--- src/rtl/kwd_pkg.sv ---
package kwd_pkg;
    localparam int BUS_W = 32;

    // Key fields.
    localparam logic [15:0] WR_KEY = 16'h16AA;
    localparam logic [11:0] FEED_KEY = 12'hA57;

    // Bit positions that software and the bench rely on.
    localparam int EN_BIT = 0;
    localparam int CODE_LSB = 4;
    localparam int CODE_W = 4;
    localparam int ACT_BIT = 0;
    localparam int IRQ_BIT = 8;
    localparam int RESTART_BIT = 0;

    typedef enum logic [1:0] {
        REG_MODE = 2'd0,
        REG_CFG = 2'd1,
        REG_CTL = 2'd2,
        REG_NONE = 2'd3
    } reg_sel_e;

    // Timeout in half-second units for each interval code.
    function automatic logic [5:0] code_halves(input logic [CODE_W-1:0] code);
        logic [5:0] h;
        case (code)
            4'h0: h = 6'd1;
            4'h1: h = 6'd2;
            4'h2: h = 6'd4;
            4'h3: h = 6'd6;
            4'h4: h = 6'd8;
            4'h5: h = 6'd10;
            4'h6: h = 6'd12;
            4'h7: h = 6'd16;
            4'h8: h = 6'd20;
            4'h9: h = 6'd24;
            4'hA: h = 6'd28;
            default: h = 6'd32;
        endcase
        return h;
    endfunction
endpackage

--- src/rtl/kwd_regs.sv ---
module kwd_regs
    import kwd_pkg::*;
(
    input  logic              clk_i,
    input  logic              rst_ni,
    input  logic              wr_i,
    input  logic [1:0]        addr_i,
    input  logic [BUS_W-1:0]  wdata_i,
    input  logic              expire_i,
    input  logic              irq_i,
    output logic              en_o,
    output logic [CODE_W-1:0] code_o,
    output logic              rst_sel_o,
    output logic              load_o,
    output logic [CODE_W-1:0] load_code_o,
    output logic              halt_o,
    output logic              irq_clr_o,
    output logic [BUS_W-1:0]  rdata_o
);
    typedef struct packed {
        logic              en;
        logic [CODE_W-1:0] code;
        logic              rst_sel;
    } regs_t;

    regs_t state_d, state_q;
    logic key_ok, feed_ok, mode_wr, cfg_wr, feed_wr;
    logic unused_bits;

    assign unused_bits = ^{wdata_i[15:13], wdata_i[3:1], wdata_i[BUS_W-1:16]};

    always_comb begin
        key_ok  = (wdata_i[31:16] == WR_KEY);
        feed_ok = (wdata_i[12:1] == FEED_KEY) && wdata_i[RESTART_BIT];
        mode_wr = wr_i && (reg_sel_e'(addr_i) == REG_MODE) && key_ok;
        cfg_wr  = wr_i && (reg_sel_e'(addr_i) == REG_CFG) && key_ok;
        feed_wr = wr_i && (reg_sel_e'(addr_i) == REG_CTL) && feed_ok;

        state_d = state_q;
        if (expire_i && state_q.rst_sel) begin
            state_d.en = 1'b0;
        end
        if (mode_wr) begin
            state_d.en   = wdata_i[EN_BIT];
            state_d.code = wdata_i[CODE_LSB +: CODE_W];
        end
        if (cfg_wr) begin
            state_d.rst_sel = wdata_i[ACT_BIT];
        end

        load_o      = (mode_wr && wdata_i[EN_BIT]) || (feed_wr && state_q.en);
        load_code_o = mode_wr ? wdata_i[CODE_LSB +: CODE_W] : state_q.code;
        halt_o      = mode_wr && !wdata_i[EN_BIT];
        irq_clr_o   = cfg_wr && wdata_i[IRQ_BIT];

        rdata_o = '0;
        case (reg_sel_e'(addr_i))
            REG_MODE: begin
                rdata_o[EN_BIT] = state_q.en;
                rdata_o[CODE_LSB +: CODE_W] = state_q.code;
            end
            REG_CFG: begin
                rdata_o[ACT_BIT] = state_q.rst_sel;
                rdata_o[IRQ_BIT] = irq_i;
            end
            default: rdata_o = '0;
        endcase
    end

    always_ff @(posedge clk_i or negedge rst_ni) begin
        if (!rst_ni) begin
            state_q <= '{en: 1'b0, code: '0, rst_sel: 1'b1};
        end else begin
            state_q <= state_d;
        end
    end

    assign en_o      = state_q.en;
    assign code_o    = state_q.code;
    assign rst_sel_o = state_q.rst_sel;
endmodule

--- src/rtl/kwd_timer.sv ---
module kwd_timer
    import kwd_pkg::*;
#(
    parameter int HALF_TICKS = 16000
) (
    input  logic              clk_i,
    input  logic              rst_ni,
    input  logic              tick_i,
    input  logic              run_i,
    input  logic              load_i,
    input  logic [CODE_W-1:0] load_code_i,
    input  logic [CODE_W-1:0] code_i,
    input  logic              halt_i,
    output logic              expire_o
);
    localparam int MAX_TICKS = 32 * HALF_TICKS;
    localparam int CNT_W = $clog2(MAX_TICKS + 1);

    typedef struct packed {
        logic [CNT_W-1:0] cnt;
    } tmr_t;

    tmr_t state_d, state_q;

    function automatic logic [CNT_W-1:0] ticks_for(input logic [CODE_W-1:0] code);
        return CNT_W'(HALF_TICKS * int'(code_halves(code)));
    endfunction

    always_comb begin
        state_d  = state_q;
        expire_o = 1'b0;
        if (halt_i) begin
            state_d.cnt = '0;
        end else if (load_i) begin
            state_d.cnt = ticks_for(load_code_i);
        end else if (run_i && tick_i) begin
            if (state_q.cnt <= CNT_W'(1)) begin
                expire_o    = 1'b1;
                state_d.cnt = ticks_for(code_i);
            end else begin
                state_d.cnt = state_q.cnt - CNT_W'(1);
            end
        end
    end

    always_ff @(posedge clk_i or negedge rst_ni) begin
        if (!rst_ni) begin
            state_q <= '0;
        end else begin
            state_q <= state_d;
        end
    end
endmodule

--- src/rtl/kwd_expiry.sv ---
module kwd_expiry #(
    parameter int PULSE_CYCLES = 4
) (
    input  logic clk_i,
    input  logic rst_ni,
    input  logic expire_i,
    input  logic rst_sel_i,
    input  logic irq_clr_i,
    output logic rst_o,
    output logic irq_o
);
    localparam int PW = $clog2(PULSE_CYCLES + 1);

    typedef struct packed {
        logic [PW-1:0] pulse;
        logic          irq;
    } exp_t;

    exp_t state_d, state_q;

    always_comb begin
        state_d = state_q;
        if (state_q.pulse != '0) begin
            state_d.pulse = state_q.pulse - PW'(1);
        end
        if (expire_i && rst_sel_i) begin
            state_d.pulse = PW'(PULSE_CYCLES);
        end
        if (irq_clr_i) begin
            state_d.irq = 1'b0;
        end
        if (expire_i && !rst_sel_i) begin
            state_d.irq = 1'b1;
        end
    end

    always_ff @(posedge clk_i or negedge rst_ni) begin
        if (!rst_ni) begin
            state_q <= '0;
        end else begin
            state_q <= state_d;
        end
    end

    assign rst_o = (state_q.pulse != '0);
    assign irq_o = state_q.irq;
endmodule

--- src/rtl/keyed_watchdog.sv ---
module keyed_watchdog
    import kwd_pkg::*;
#(
    parameter int HALF_TICKS = 16000,
    parameter int PULSE_CYCLES = 4
) (
    input  logic        clk_i,
    input  logic        rst_ni,
    input  logic        tick_i,
    input  logic        bus_wr_i,
    input  logic [1:0]  bus_addr_i,
    input  logic [31:0] bus_wdata_i,
    output logic [31:0] bus_rdata_o,
    output logic        wdt_rst_o,
    output logic        wdt_irq_o
);
    logic              mode_en;
    logic [CODE_W-1:0] mode_code;
    logic              rst_sel;
    logic              load;
    logic [CODE_W-1:0] load_code;
    logic              halt;
    logic              irq_clr;
    logic              expire;

    kwd_regs u_regs (
        .clk_i      (clk_i),
        .rst_ni     (rst_ni),
        .wr_i       (bus_wr_i),
        .addr_i     (bus_addr_i),
        .wdata_i    (bus_wdata_i),
        .expire_i   (expire),
        .irq_i      (wdt_irq_o),
        .en_o       (mode_en),
        .code_o     (mode_code),
        .rst_sel_o  (rst_sel),
        .load_o     (load),
        .load_code_o(load_code),
        .halt_o     (halt),
        .irq_clr_o  (irq_clr),
        .rdata_o    (bus_rdata_o)
    );

    kwd_timer #(.HALF_TICKS(HALF_TICKS)) u_timer (
        .clk_i      (clk_i),
        .rst_ni     (rst_ni),
        .tick_i     (tick_i),
        .run_i      (mode_en),
        .load_i     (load),
        .load_code_i(load_code),
        .code_i     (mode_code),
        .halt_i     (halt),
        .expire_o   (expire)
    );

    kwd_expiry #(.PULSE_CYCLES(PULSE_CYCLES)) u_expiry (
        .clk_i    (clk_i),
        .rst_ni   (rst_ni),
        .expire_i (expire),
        .rst_sel_i(rst_sel),
        .irq_clr_i(irq_clr),
        .rst_o    (wdt_rst_o),
        .irq_o    (wdt_irq_o)
    );
endmodule

--- config.mk ---
export PLATFORM = sky130hd
export DESIGN_NAME = keyed_watchdog
export DESIGN_NICKNAME = d
export VERILOG_FILES = /design/src/rtl/kwd_pkg.sv /design/src/rtl/kwd_regs.sv /design/src/rtl/kwd_timer.sv /design/src/rtl/kwd_expiry.sv /design/src/rtl/keyed_watchdog.sv
export SDC_FILE = /design/constraint.sdc
export NUM_CORES = 1
export LEC_CHECK = 0
export BUFFER_PORTS_ARGS = -buffer_cell sky130_fd_sc_hd__buf_2
export CAP_MARGIN = 5
export CORE_ASPECT_RATIO = 1.2
export CORE_MARGIN = 1
export CORE_UTILIZATION = 55
export CTS_CLUSTER_SIZE = 28
export DETAILED_ROUTE_END_ITERATION = 6
export PLACE_DENSITY = 0.87
export SLEW_MARGIN = 20
export SYNTH_ARGS = -nofsm -noshare
export SYNTH_HDL_FRONTEND = slang
export SYNTH_SLANG_ARGS = --single-unit
--- constraint.sdc ---
create_clock -name clk_i -period 5.4 [get_ports clk_i]
set_clock_uncertainty 0.05 [all_clocks]
set_input_delay 0.54 -clock clk_i [delete_from_list [all_inputs] [get_ports clk_i]]
set_output_delay 0.54 -clock clk_i [all_outputs]
set_load 0.01 [all_outputs]
==> results of run 1 <==
[cell families (layout without fill, tap and decap cells)]
group,Yosys count,in the layout,synth area share
other cells,1,26,0.000898
simple gates,139,139,0.177
flops,29,29,0.174
compound gates,102,102,0.167
fa+ha+maj,79,79,0.276
mux,15,15,0.0383
buf+inv,103,147,0.117
xor+xnor,24,24,0.0503
[sequential cells by signal, indices dropped and copies added (netlist names)]
signal and flops:
u_expiry.state_q 3, u_expiry.irq_o 1, u_regs.code_o 4, u_regs.en_o 1, u_timer.state_q 19, u_regs.rst_sel_o 1
[metal layers]
metal  routed length (µm)  share of wire  up-vias
met2                 5370           0.54       99
met3                  353          0.035       23
met4                  272          0.027        0
met5                    0              0        -
met1                 4000           0.40     1788
li1                     -              -     1786
[worst reg2reg max path, delay by kind of cell (launching register included)]
kind | cells | cell delay [ns]
buf+inv | 5 | 0.44
mux | 1 | 0.07
compound gates | 5 | 1.19
flops | 1 | 0.47
xor+xnor | 1 | 0.11
simple gates | 1 | 0.26
fa+ha+maj | 6 | 2.15
[power groups by stage]
stage	sequential, mW	combinational, mW	clock [mW]
CTS	0.218	0.0393	0.238
detailed placement	0.222	0.0392	0
floorplan	0.222	0.0304	0
global placement	0.222	0.0380	0
global route	0.217	0.0454	0.246
finish	0.218	0.0408	0.237
[cells in the mapped netlist, types with 3 or more instances]
cell type / n / area, µm²
inv_1: 64 / 240
ha_1: 57 / 713
nor2_1: 39 / 146
nand2_1: 32 / 120
dfrtp_1: 28 / 701
buf_4: 26 / 195
a21oi_1: 23 / 115
fa_1: 22 / 440
nor3_1: 20 / 100
o21ai_0: 17 / 85.1
xnor2_1: 15 / 131
clkbuf_1: 9 / 33.8
mux2i_1: 9 / 90.1
xor2_1: 9 / 78.8
a211oi_1: 7 / 52.6
nand3_1: 7 / 35.0
o21a_1: 7 / 52.6
a21o_1: 6 / 45.0
a22oi_1: 6 / 45.0
nor4bb_1: 5 / 50.1
o22ai_1: 5 / 31.3
mux2_2: 4 / 45.0
nand2b_1: 4 / 25.0
nand4_1: 4 / 25.0
nor4_1: 4 / 25.0
o211ai_1: 4 / 30.0
o21bai_1: 4 / 30.0
o31ai_1: 4 / 30.0
and2_1: 3 / 18.8
nor3b_1: 3 / 22.5
o22a_1: 3 / 26.3
[layout by cell type, fill, tap and decap left out, drive strengths merged, types with 7 or more instances in the layout]
master,count
buf,74
inv,65
nand2,32
o21a,7
mux2i,10
conb,26
dfrtp,28
xnor2,15
o21ai,17
a211oi,7
nor2,39
nand3,7
fa,22
nor3,20
clkbuf,7
ha,57
a21oi,23
xor2,9
[area by class of cell]
| cell class | instances | area share |
|---|---|---|
| Clock buffer | 7 | 0.0180 |
| Inverter | 65 | 0.0510 |
| Clock inverter | 1 | 0.00627 |
| Multi-Input combinational cell | 385 | 0.655 |
| Timing Repair Buffer | 74 | 0.0941 |
| Sequential cell | 29 | 0.152 |
| Tap cell | 90 | 0.0235 |
[final timing paths]
check	end
max in group asynchronous	u_timer.state_q[15]
min in group clk_i	u_expiry.irq_o
setup / recovery	u_timer.state_q[18]
hold reg to reg	u_expiry.irq_o
setup reg to reg	u_timer.state_q[17]
hold / removal	u_expiry.state_q[2]
[metrics by stage]
step,cell area [µm²],hold WS [ns]
global placement,4620,0.445
finish,4790,0.219
detailed placement,4620,0.453
global route,4790,0.274
CTS,4740,0.243
floorplan,4300,0.194
==> run_results.csv, run 1 <==
group,metric,value,unit
place,numPortBuffers,42,
setup_path,reg2reg_from,"u_regs.code_o[1]",
setup_path,cpMaxStageDelayCell,"fa_1",
synth,synth_seq_area_share,0.174,
final_layout,stdcell_count,651,
power,power.total,0.496,mW
synth,syn_inst,492,
synth,yosys_warnings,0,
final_layout,nFillCells,583,
setup_path,reg2reg_depth,19,
setup_path,cpPeakStageDelay,0.58,ns
setup_path,critPathKind,"primary input to register",
place,place_ws,-0.154,ns
final_layout,utilization,0.654,
route,first_pass_iters,5,
setup_path,crit_path_end_kind,"register",
synth,avgSynthCellArea,8.49,µm²
synth,synth_area,4180,µm²
cts,clockRootBuffer,"clkbuf_8",
global_route,grt_pass1_vias,3607,
min_path,hold_class,"primary input to async pin",
place,placedCellCount,643,
global_route,grt_usage,0.260,
synth,async_flop_share,1.00,
setup_path,crit_chain,"buf_2, nor4bb_1, nand3_1, or2_4, mux2_4, ha_1, mux2i_1, o22ai_2, fa_1, inv_1, fa_1, fa_1, inv_1, ha_4, o21ai_0, nor2_1, o31a_1, or4_1, nand4_1, o211ai_1",
setup_path,cp.depth,20,
sta,finalMaxSlewViolations,0,
setup_path,crit_buf_inv,3,
sta,hold_viol,0,
place,dp.final_hpwl,8160,µm
final_layout,layout.area.seq,727,µm²
global_route,grt_pass1_wl,16000,µm
final_layout,area_delta_synth_final,14.6,%
route,vias,3696,
synth,ys_ff_latch,29,
final_layout,drive_gt1_frac,0.191,
die,fp-row-count,34,
final_layout,n_antenna_cell,0,
flow_run,maxCapViolations,0,
setup_path,crit_top_cell,"fa_1",
route,wire_per_inst,15.3,µm
synth,synth_edf_count,0,
power,clkPwrFrac,0.479,
power,intPower,0.384,mW
global_route,grt_busiest_layer,"met2",
cts,ctsHoldBuffers,0,
cts,cts.sink_count,29,
route,detail-route-antenna-nets,0,
power,ir_drop,71.3,µV
die,pin_count,72,
setup_path,startpoint,"bus_wdata_i[20]",
die,die_y,97.5,µm
sta,setup_viol,0,
power,powerDensity,104,nW/µm²
cts,cts_resized,0,
synth,ys.flop_type,"dfrtp_1",
route,detail_route.iter0.violations,243,
setup_path,arrival,5.36,ns
synth,synth_cell_types,64,
die,die_area,7950,µm²
global_route,antenna_found_initial,0,
cts,cts.clk_slew.worst_paths,0.07,ns
cts,cts_buffers,5,
sta,layout_setup_ws,0.140,ns
setup_path,required,5.50,ns
power,switchingPower,0.112,mW
sta,finalSetupTns,0,ns
power,pwr-share-seq,0.439,
sta,fin_crit,5.26,ns
outcome,outcome,"completed",
setup_path,cp_max_fo,5,
die,start_util,0.571,
cts,cts_tree,"yes",
power,sw_frac_of_total,0.226,
sta,fmax,0.190,GHz
place,routabilityCongestion,0.896,
cts,worstSkewPairLatency,0.29,ns
route,routed_wl,9990,µm
global_route,use_met2,0.470,
cts,clk_path_buf_depth,2,
setup_path,critPathTopFamily,"adder cells",
sta,tightest_slew,0.989,ns
global_route,met1_usage,0.299,
route,drc,0,
route,viasPerCell,5.68,
die,die_w,81.6,µm
final_layout,multi_input_area,3140,µm²
final_layout,nNetsFinal,677,
global_route,grt_overflow,0,
sta,fin_crit_sh,0.974,
global_route,grt_start_max_net_pins,30,
sta,rsz0062_at_grt,"yes",
power,p_comb_frac,0.082,
setup_path,timing.reg2reg.setup_slack,0.53,ns
power,p_leak,2.57,nW
cts,post_cts_buffers,0,
cts,htreeDepth,2,
die,core,7320,µm²
sta,relSlewSlack,0.341,
setup_path,start_kind,"primary input",
global_route,met3_usage,0.0244,
No activity file was read; power rests on OpenSTA's default activity.
==> run 2: changes to the inputs <==
==> constraint.sdc (replaced) <==
create_clock -name clk_i -period 5.4 [get_ports clk_i]
set_clock_uncertainty 0.05 [all_clocks]
set_input_delay 0.27 -clock clk_i [delete_from_list [all_inputs] [get_ports clk_i]]
set_output_delay 0.27 -clock clk_i [all_outputs]
set_load 0.01 [all_outputs]
==> run 2 against run 1 <==
Effect of this change:
- register-to-register slack got worse by 0.07 ns
- sequential cell count did not move
- largest cell class unchanged
- maximum frequency rose by 2.7%
- critical path depth did not move
- cell count fell by 1.2%
- worst hold slack got worse by 0.020 ns
- non-clock buffer count fell by 8
- via count fell by 1.2%
- first-iteration DRC count rose by 8.6%
- sequential power barely moved
- combinational power fell by 1%
==> run_results.csv, run 2 (synthesis gave the netlist of run 1 again) <==
group,metric,value,unit
sta,finalSetupTns,0,ns
final_layout,nNetsFinal,669,
cts,clk_path_buf_depth,2,
cts,cts.sink_count,29,
setup_path,cpPeakStageDelay,0.59,ns
sta,relSlewSlack,0.253,
setup_path,cpMaxStageDelayCell,"fa_1",
power,p_comb_frac,0.082,
setup_path,required,5.50,ns
power,power.total,0.492,mW
cts,worstSkewPairLatency,0.28,ns
cts,cts_tree,"yes",
power,switchingPower,0.110,mW
global_route,grt_pass1_wl,16200,µm
global_route,grt_usage,0.260,
final_layout,top_register,"u_timer.state_q",
cts,post_cts_buffers,0,
sta,fin_crit,5.12,ns
global_route,grt_overflow,0,
cts,cts.clk_slew.worst_paths,0.06,ns
power,intPower,0.383,mW
final_layout,multi_input_area,3090,µm²
die,die_w,81.6,µm
die,die_area,7950,µm²
die,start_util,0.571,
route,wire_per_inst,15.2,µm
sta,whs,0.199,ns
power,ir_drop,84.6,µV
route,routed_wl,9760,µm
place,dp.final_hpwl,8050,µm
outcome,outcome,"completed",
power,p_leak,2.51,nW
sta,fmax,0.195,GHz
setup_path,start_kind,"primary input",
place,place_area,4520,µm²
flow_run,maxCapViolations,0,
setup_path,crit_chain,"buf_2, nor4bb_1, nand3_1, or2_1, mux2_2, ha_1, mux2i_2, o22ai_2, fa_1, inv_1, fa_1, fa_1, inv_1, ha_1, o21ai_0, nor2_1, o31a_1, or4_1, nand4_1, o211ai_1",
die,die_y,97.5,µm
final_layout,final_common_cell,"inv_1",
global_route,antenna_found_initial,0,
route,first_pass_iters,5,
route,detail_route.iter0.violations,264,
die,core,7320,µm²
die,fp-row-count,34,
cts,cts_buffers,5,
min_path,hold_class,"primary input to register",
final_layout,final_area,4690,µm²
final_layout,area_delta_synth_final,12.2,%
global_route,grt_pass1_vias,3708,
setup_path,critPathKind,"primary input to register",
route,drc,0,
route,viasPerCell,5.68,
place,routabilityCongestion,0.932,
power,sw_frac_of_total,0.223,
sta,tightest_slew,1.12,ns
final_layout,largest_reg_flops,19,
route,detail-route-antenna-nets,0,
final_layout,nFillCells,622,
final_layout,mostFrequentLayoutCells,"64 x inv_1, 57 x ha_1, 42 x buf_2, 39 x nor2_1, 32 x nand2_1",
global_route,grt_start_max_net_pins,30,
sta,fin_crit_sh,0.948,
die,pin_count,72,
final_layout,drive_gt1_frac,0.166,
power,clkPwrFrac,0.476,
setup_path,crit_path_end_kind,"register",
cts,htreeDepth,2,
setup_path,crit_top_cell,"fa_1",
place,numPortBuffers,42,
route,vias,3650,
power,pwr-share-seq,0.442,
sta,hold_viol,0,
sta,setup_viol,0,
power,powerDensity,105,nW/µm²
cts,clockRootBuffer,"clkbuf_8",
final_layout,n_antenna_cell,0,
setup_path,cp_max_fo,3,
sta,finalMaxSlewViolations,0,
final_layout,layout.area.seq,727,µm²
setup_path,arrival,5.22,ns
-- run 2: cell count changes in the layout (fill, tap and decap cells not counted), sizes merged --
| cell | previous run | this run |
|---|---|---|
| buf | 74 | 65 |
| dlygate4sd3 | 0 | 1 |
-- run 2: layout make-up --
type / count / area share
Clock buffer: 7 / 0.0184
Clock inverter: 1 / 0.00641
Inverter: 65 / 0.0521
Multi-Input combinational cell: 385 / 0.660
Sequential cell: 29 / 0.155
Tap cell: 90 / 0.0240
Timing Repair Buffer: 66 / 0.0838
-- run 2: what timing repair did --
action / 4_1_cts / 5_1_grt
endpoints found under the setup margin: 0 / 4
hold endpoints to repair: 20 / 0
hold buffers: 1 / 0
resized for setup: 0 / 6
-- run 2: critical path: cells and delay by family --
kind,cells,cell delay (ns)
AOI/OAI and AO/OA,4,0.66
adders and majority gates,5,2.08
buffers and inverters,3,0.21
muxes,2,0.54
and+or+nand+nor,6,1.45
-- run 2: path summary, 6_finish.rpt --
| kind | startpoint | endpoint | slack [ns] | cells after the start |
|---|---|---|---|---|
| max in group asynchronous | rst_ni | u_timer.state_q[18] | 4.36 | 2 |
| worst min register to register | u_expiry.irq_o | u_expiry.irq_o | 0.46 | 2 |
| worst max-delay path | bus_wdata_i[20] | u_timer.state_q[18] | 0.28 | 20 |
| worst min-delay path | bus_wdata_i[5] | u_regs.code_o[1] | 0.20 | 2 |
| min in group asynchronous | rst_ni | u_expiry.state_q[1] | 0.50 | 2 |
| worst max register to register | u_regs.code_o[0] | u_timer.state_q[18] | 0.46 | 18 |
-- run 2: metrics by stage --
step / utilization / setup slack (ns) / cells
global placement: 0.618 / 0.0422 / 634
floorplan: - / 0.0773 / 517
detailed placement: 0.618 / -0.113 / 634
global route: 0.640 / -0.0925 / 643
finish: 0.640 / 0.280 / 643
CTS: 0.635 / 0.166 / 643
-- run 2: power by group through the flow --
| stage | Sequential, mW | Clock (mW) | Combinational (mW) |
|---|---|---|---|
| 2_1_floorplan | 0.222 | 0 | 0.0301 |
| 3_3_place_gp | 0.222 | 0 | 0.0363 |
| 3_5_place_dp | 0.222 | 0 | 0.0370 |
| 4_1_cts | 0.218 | 0.234 | 0.0377 |
| 5_1_grt | 0.217 | 0.245 | 0.0447 |
| 6_report | 0.218 | 0.235 | 0.0403 |
-- run 2: per-layer routing --
| layer | vias to the layer above | global-route usage | part of all wire | wire (µm) |
|---|---|---|---|---|
| li1 | 1779 | - | - | - |
| met1 | 1706 | 0.300 | 0.40 | 3890 |
| met2 | 118 | 0.455 | 0.52 | 5050 |
| met3 | 47 | 0.0310 | 0.036 | 349 |
| met4 | 0 | 0.132 | 0.048 | 467 |
| met5 | - | 0 | 0 | 0 |
